--- src/rtl/tlt_pkg.sv ---
package tlt_pkg;

  // Index width for a table of n words, never below one bit.
  function automatic int idx_w(input int n);
    return (n > 1) ? $clog2(n) : 1;
  endfunction

endpackage

--- src/rtl/tlt_rst_sync.sv ---
module tlt_rst_sync (
  input  logic clk,
  input  logic rst_n,
  output logic rst_sync_n
);

  logic [1:0] sync_q;
  logic [1:0] sync_d;

  always_comb begin
    sync_d = {sync_q[0], 1'b1};
  end

  always_ff @(posedge clk or negedge rst_n) begin
    if (!rst_n) begin
      sync_q <= 2'b00;
    end else begin
      sync_q <= sync_d;
    end
  end

  assign rst_sync_n = sync_q[1];

endmodule

--- src/rtl/tlt_entry.sv ---
module tlt_entry #(
  parameter int KEY_W = 8
) (
  input  logic             clk,
  input  logic             rst_n,
  input  logic             wr_sel,
  input  logic [KEY_W-1:0] wr_value,
  input  logic [KEY_W-1:0] wr_mask,
  input  logic [KEY_W-1:0] key,
  output logic             hit,
  output logic             valid
);

  logic [KEY_W-1:0] val_q, val_d;
  logic [KEY_W-1:0] dc_q, dc_d;
  logic             vld_q;
  logic [KEY_W-1:0] bit_ok;

  // Next state: masked value bits are stored as 0 so the word has one form.
  always_comb begin
    val_d = wr_value & ~wr_mask;
    dc_d  = wr_mask;
  end

  always_ff @(posedge clk or negedge rst_n) begin
    if (!rst_n) begin
      val_q <= '0;
      dc_q  <= '0;
      vld_q <= 1'b0;
    end else if (wr_sel) begin
      val_q <= val_d;
      dc_q  <= dc_d;
      vld_q <= 1'b1;
    end
  end

  // One ternary cell per bit: equal bits or a don't-care bit pass.
  always_comb begin
    bit_ok = ~(key ^ val_q) | dc_q;
    hit    = vld_q & (&bit_ok);
  end

  assign valid = vld_q;

endmodule

--- src/rtl/tlt_prio_enc.sv ---
module tlt_prio_enc #(
  parameter int WIDTH = 16,
  parameter int IDX_W = 4
) (
  input  logic [WIDTH-1:0] req,
  output logic             any,
  output logic [IDX_W-1:0] idx
);

  // Lowest set position wins: scan from the top so lower positions overwrite.
  always_comb begin
    any = |req;
    idx = '0;
    for (int i = WIDTH - 1; i >= 0; i--) begin
      if (req[i]) begin
        idx = IDX_W'(i);
      end
    end
  end

endmodule

--- src/rtl/tlt_lookup.sv ---
module tlt_lookup #(
  parameter int ENTRIES = 16,
  parameter int KEY_W   = 8,
  localparam int IDX_W  = tlt_pkg::idx_w(ENTRIES)
) (
  input  logic             clk,
  input  logic             rst_n,
  input  logic             wr_en,
  input  logic [IDX_W-1:0] wr_addr,
  input  logic [KEY_W-1:0] wr_value,
  input  logic [KEY_W-1:0] wr_mask,
  input  logic             srch_valid,
  input  logic [KEY_W-1:0] srch_key,
  output logic             res_valid,
  output logic             res_hit,
  output logic [IDX_W-1:0] res_index
);

  logic               rst_sync_n;
  logic [ENTRIES-1:0] wr_sel;
  logic [ENTRIES-1:0] hit_vec;
  logic [ENTRIES-1:0] vld_vec;
  logic               enc_any;
  logic [IDX_W-1:0]   enc_idx;

  logic               res_valid_q, res_valid_d;
  logic               res_hit_q, res_hit_d;
  logic [IDX_W-1:0]   res_index_q, res_index_d;

  tlt_rst_sync i_rst_sync (
    .clk        (clk),
    .rst_n      (rst_n),
    .rst_sync_n (rst_sync_n)
  );

  // Write address decode.
  always_comb begin
    for (int i = 0; i < ENTRIES; i++) begin
      wr_sel[i] = wr_en && (wr_addr == IDX_W'(i));
    end
  end

  // M words in parallel, each a chain of KEY_W ternary cells.
  for (genvar g = 0; g < ENTRIES; g++) begin : g_word
    tlt_entry #(
      .KEY_W (KEY_W)
    ) i_entry (
      .clk      (clk),
      .rst_n    (rst_sync_n),
      .wr_sel   (wr_sel[g]),
      .wr_value (wr_value),
      .wr_mask  (wr_mask),
      .key      (srch_key),
      .hit      (hit_vec[g]),
      .valid    (vld_vec[g])
    );
  end

  tlt_prio_enc #(
    .WIDTH (ENTRIES),
    .IDX_W (IDX_W)
  ) i_prio_enc (
    .req (hit_vec),
    .any (enc_any),
    .idx (enc_idx)
  );

  // Result next state.
  always_comb begin
    res_valid_d = srch_valid;
    res_hit_d   = srch_valid && enc_any;
    res_index_d = (srch_valid && enc_any) ? enc_idx : '0;
  end

  always_ff @(posedge clk or negedge rst_sync_n) begin
    if (!rst_sync_n) begin
      res_valid_q <= 1'b0;
      res_hit_q   <= 1'b0;
      res_index_q <= '0;
    end else begin
      res_valid_q <= res_valid_d;
      res_hit_q   <= res_hit_d;
      res_index_q <= res_index_d;
    end
  end

  assign res_valid = res_valid_q;
  assign res_hit   = res_hit_q;
  assign res_index = res_index_q;

endmodule

--- config.mk ---
export PLATFORM = sky130hd
export DESIGN_NAME = tlt_lookup
export DESIGN_NICKNAME = d
export VERILOG_FILES = /design/src/rtl/tlt_pkg.sv /design/src/rtl/tlt_rst_sync.sv /design/src/rtl/tlt_entry.sv /design/src/rtl/tlt_prio_enc.sv /design/src/rtl/tlt_lookup.sv
export SDC_FILE = /design/constraint.sdc
export NUM_CORES = 1
export LEC_CHECK = 0
export ABC_AREA = 1
export CELL_PAD_IN_SITES_DETAIL_PLACEMENT = 1
export CELL_PAD_IN_SITES_GLOBAL_PLACEMENT = 2
export CORE_ASPECT_RATIO = 0.5
export CORE_MARGIN = 2
export CORE_UTILIZATION = 41
export CTS_BUF_LIST = sky130_fd_sc_hd__clkbuf_4 sky130_fd_sc_hd__clkbuf_8
export DETAILED_ROUTE_END_ITERATION = 10
export DONT_BUFFER_PORTS = 1
export PLACE_DENSITY = 0.92
export SLEW_MARGIN = 20
export SYNTH_ARGS = -nofsm -noshare
export SYNTH_HDL_FRONTEND = slang
export SYNTH_SLANG_ARGS = --single-unit
--- constraint.sdc ---
create_clock -name clk -period 11.51 [get_ports clk]
set_clock_uncertainty 0.15 [all_clocks]
set_input_delay 2.8775 -clock clk [delete_from_list [all_inputs] [get_ports clk]]
set_output_delay 2.8775 -clock clk [all_outputs]
set_load 0.005 [all_outputs]
==> implementation parameters <==
Parameter                              Value

Floorplanning
  Number of core rows ... 44
  Die area ... 0.03156 mm2
  Core Region ... slightly below 0.03 mm2
  I/O pin count ... 38
  Chip height ... 126.6 um
  Initial core utilization ... 42.10%
  X dimension of the die ... 249.3 um

Yosys
  Synth area leader ... sky130_fd_sc_hd__dfrtp_1
  Syn. warnings ... 0
  Instance count of the mapped netlist ... about 1.4k
  Fraction of synthesized cell area taken by the top area cell type ... 56.82%
  Cell area after synthesis ... ~0.012 mm2
  Post-synthesis cell type count ... 39
  Share of the yosys chip area belonging to registers ... 56.82%
  Post-synth EDFFs ... 0
  Commonest register cell after synthesis ... sky130_fd_sc_hd__dfrtp_1
  Post-synthesis register bit count ... 280
  Top cells by area, synth ... sky130_fd_sc_hd__dfrtp_1, sky130_fd_sc_hd__nand2_1, sky130_fd_sc_hd__o21ai_0, sky130_fd_sc_hd__a21oi_1, sky130_fd_sc_hd__nor2_1
  Nets in the synthesized netlist ... 1469
  Per-instance average area after synthesis ... about 8.6 um2
  Async SR Flop Fraction ... 100.0%

Timing
  Setup TNS Final ... 0 ps
  Setup repair after global routing missed its margin ... no
  Max-slew violations ... 0
  F_max ... 206.8 MHz
  Final period util ... 42.02%
  Slew at the pin with the worst max-slew slack ... around 1100 ps
  Final Hold Violating Endpoints ... 0
  # setup viols final ... 0
  Worst slew margin ... 26.32%
  Final critical delay including setup and external delays ... 4836 ps

GRT
  Wire length of the first global-routing pass ... around 57000 um
  Largest net degree at the start of global routing ... 180
  Vias in the first global route ... 10.54k
  Initial antenna violation count ... 0
  Overflow after GRT ... 0
  Total track usage ... 23.14%

Route
  DRC violations left ... 0
  Overall routed net length ... 35040 um
  Detail-routed net length per standard cell ... 19.20 um
  DR vias/cell ... 5.429
  Detailed Route Iter0 Violations ... 659
  First drt pass iteration count ... 5
  Antenna-violating nets left ... 0
  Routed vias ... between 9k and 10k

Flow run
  Max-capacitance violation count ... 0

Place
  Final Wtd Congestion ... 0.8060
  Port bufs ... 0
  Sum of net half-perimeters after detailed placement ... 23010 um

CTS
  Deepest level of the CTS H-tree ... 2
  Library cell used as clock root buffer ... sky130_fd_sc_hd__clkbuf_8
  Worst-path clk slew ... 60 ps
  TritonCTS Sinks ... 280
  Number of clock buffers inserted by TritonCTS ... 43
  CTS tree ... yes
  Hold Buf Count CTS ... 0
  Number of setup buffers added after CTS ... 0
  Maximum clock path buffer count ... 3
  Number of gates resized after CTS ... 0
  Latest clock arrival within the worst-skew pair ... 560 ps

Cells and area
  Final core occ ... a little under half
  Number of nets in the final layout ... approximately 1.4k
  Top library cells by usage in the layout, fill and taps aside ... sky130_fd_sc_hd__nand2_1, sky130_fd_sc_hd__o21ai_0, sky130_fd_sc_hd__dfrtp_1
  Number of fill cells in the layout ... 3491
  Number of antenna diodes ... 0
  Fraction of final layout cells sized beyond drive strength 1 ... 7.252%
  Layout-stage area growth over the synthesis result ... 8.097%
  Leading cell type in the layout, fill and taps excluded ... sky130_fd_sc_hd__nand2_1

Critical path
  Worst Path Class, Setup ... primary input to register
  Required time of the worst setup path ... 11810 ps
  Worst Path Max Fanout ... 19
  Startpoint type of the worst setup path ... primary input
  Arr. time, crit path ... 5130 ps
  CP endpoint kind ... register

Hold path
  Worst Hold Class ... register to async pin

Power and ir drop
  Leakage power ... a little over 6 nW
  Power density relative to cell area ... between 150 and 200 mW/mm2
  VDD IR max ... 0.06762 mV

Status
  Outcome ... complete, no violations
==> state kept, by name, summed over array words and instances (netlist names) <==
name	cells
i_rst_sync.sync_q	2
res_hit	1
g_word.i_entry.dc_q	128
res_index	4
g_word.i_entry.valid	16
g_word.i_entry.val_q	128
res_valid	1
==> path summary, 6_finish.rpt <==
check	slack, ps	from	end	cells after the start
worst max-delay path	6670	wr_addr[0]	g_word[1].i_entry.dc_q[6]	6
worst min-delay path	160	i_rst_sync.sync_q[1]	g_word[9].i_entry.val_q[4]	0
worst max register to register	9230	g_word[13].i_entry.val_q[4]	res_index[0]	17
min in group clk	210	i_rst_sync.sync_q[0]	i_rst_sync.sync_q[1]	0
max in group asynchronous	9280	rst_n	i_rst_sync.sync_q[1]	0
worst min register to register	160	i_rst_sync.sync_q[1]	g_word[9].i_entry.val_q[4]	0
==> Yosys cell counts, types with 6 or more instances <==
library cell,number
sky130_fd_sc_hd__a221oi_1,6
sky130_fd_sc_hd__buf_6,9
sky130_fd_sc_hd__nor2_1,108
sky130_fd_sc_hd__dfrtp_1,280
sky130_fd_sc_hd__nand3_1,8
sky130_fd_sc_hd__clkbuf_1,60
sky130_fd_sc_hd__nand2_1,399
sky130_fd_sc_hd__inv_1,95
sky130_fd_sc_hd__o21ai_0,293
sky130_fd_sc_hd__nand4_1,9
sky130_fd_sc_hd__a21oi_1,83
sky130_fd_sc_hd__xnor2_1,26
==> cell families after synthesis <==
logic type	share of synthesized area, %
compound gates	17.66
xor+xnor	1.847
buf+inv	6.433
flops	56.82
other cells	0.03041
simple gates	17.21
==> metrics by stage <==
| step | power, W | cells | hold slack (ps) | area, um2 | setup WS (ps) |
|---|---|---|---|---|---|
| global route | 0.002668 | 1825 | 207.8 | 13330 | 6408 |
| global placement | 0.001657 | 1756 | 175.6 | 12490 | 6323 |
| floorplan | 0.001575 | 1437 | 181.2 | 12330 | 2979 |
| CTS | 0.002538 | 1825 | 193.3 | 13320 | 6788 |
| detailed placement | 0.001697 | 1756 | 191.3 | 12490 | 6215 |
| finish | 0.002512 | 1825 | 161.3 | 13330 | 6674 |
==> power breakdown <==
part	internal, W	switching [W]	total, W
Sequential	0.00116	0.000109	0.00127
Clock	0.000448	0.000385	0.000833
Combinational	0.000156	0.000250	0.000406
Total	0.00177	0.000743	0.00251
==> worst max-delay path, stage by stage <==
cell and delay [ps]:
sky130_fd_sc_hd__inv_1 20, sky130_fd_sc_hd__nor2_1 190, sky130_fd_sc_hd__nand2_1 150, sky130_fd_sc_hd__nor2_1 820, sky130_fd_sc_hd__clkinv_1 700, sky130_fd_sc_hd__o21ai_0 370
==> layout make-up <==
type	count	area (um2)	share of cell area (%)
Timing Repair Buffer	8	72.57	0.5444
Clock inverter	2	10.01	0.07510
Inverter	101	379.1	2.844
Multi-Input combinational cell	976	4546	34.10
Clock buffer	67	822.0	6.167
Tap cell	391	489.2	3.670
Sequential cell	280	7010	52.60
==> per-layer routing <==
metal  part of all wire, %  vias to the layer above  track usage (%)
met5                     0                        -                0
met4                   1.7                        0            6.060
met3                   5.0                       51            3.981
met2                    47                      173            38.89
met1                    46                     5069            31.36
li1                      -                     4615                -
No activity file was read; power rests on OpenSTA's default activity.
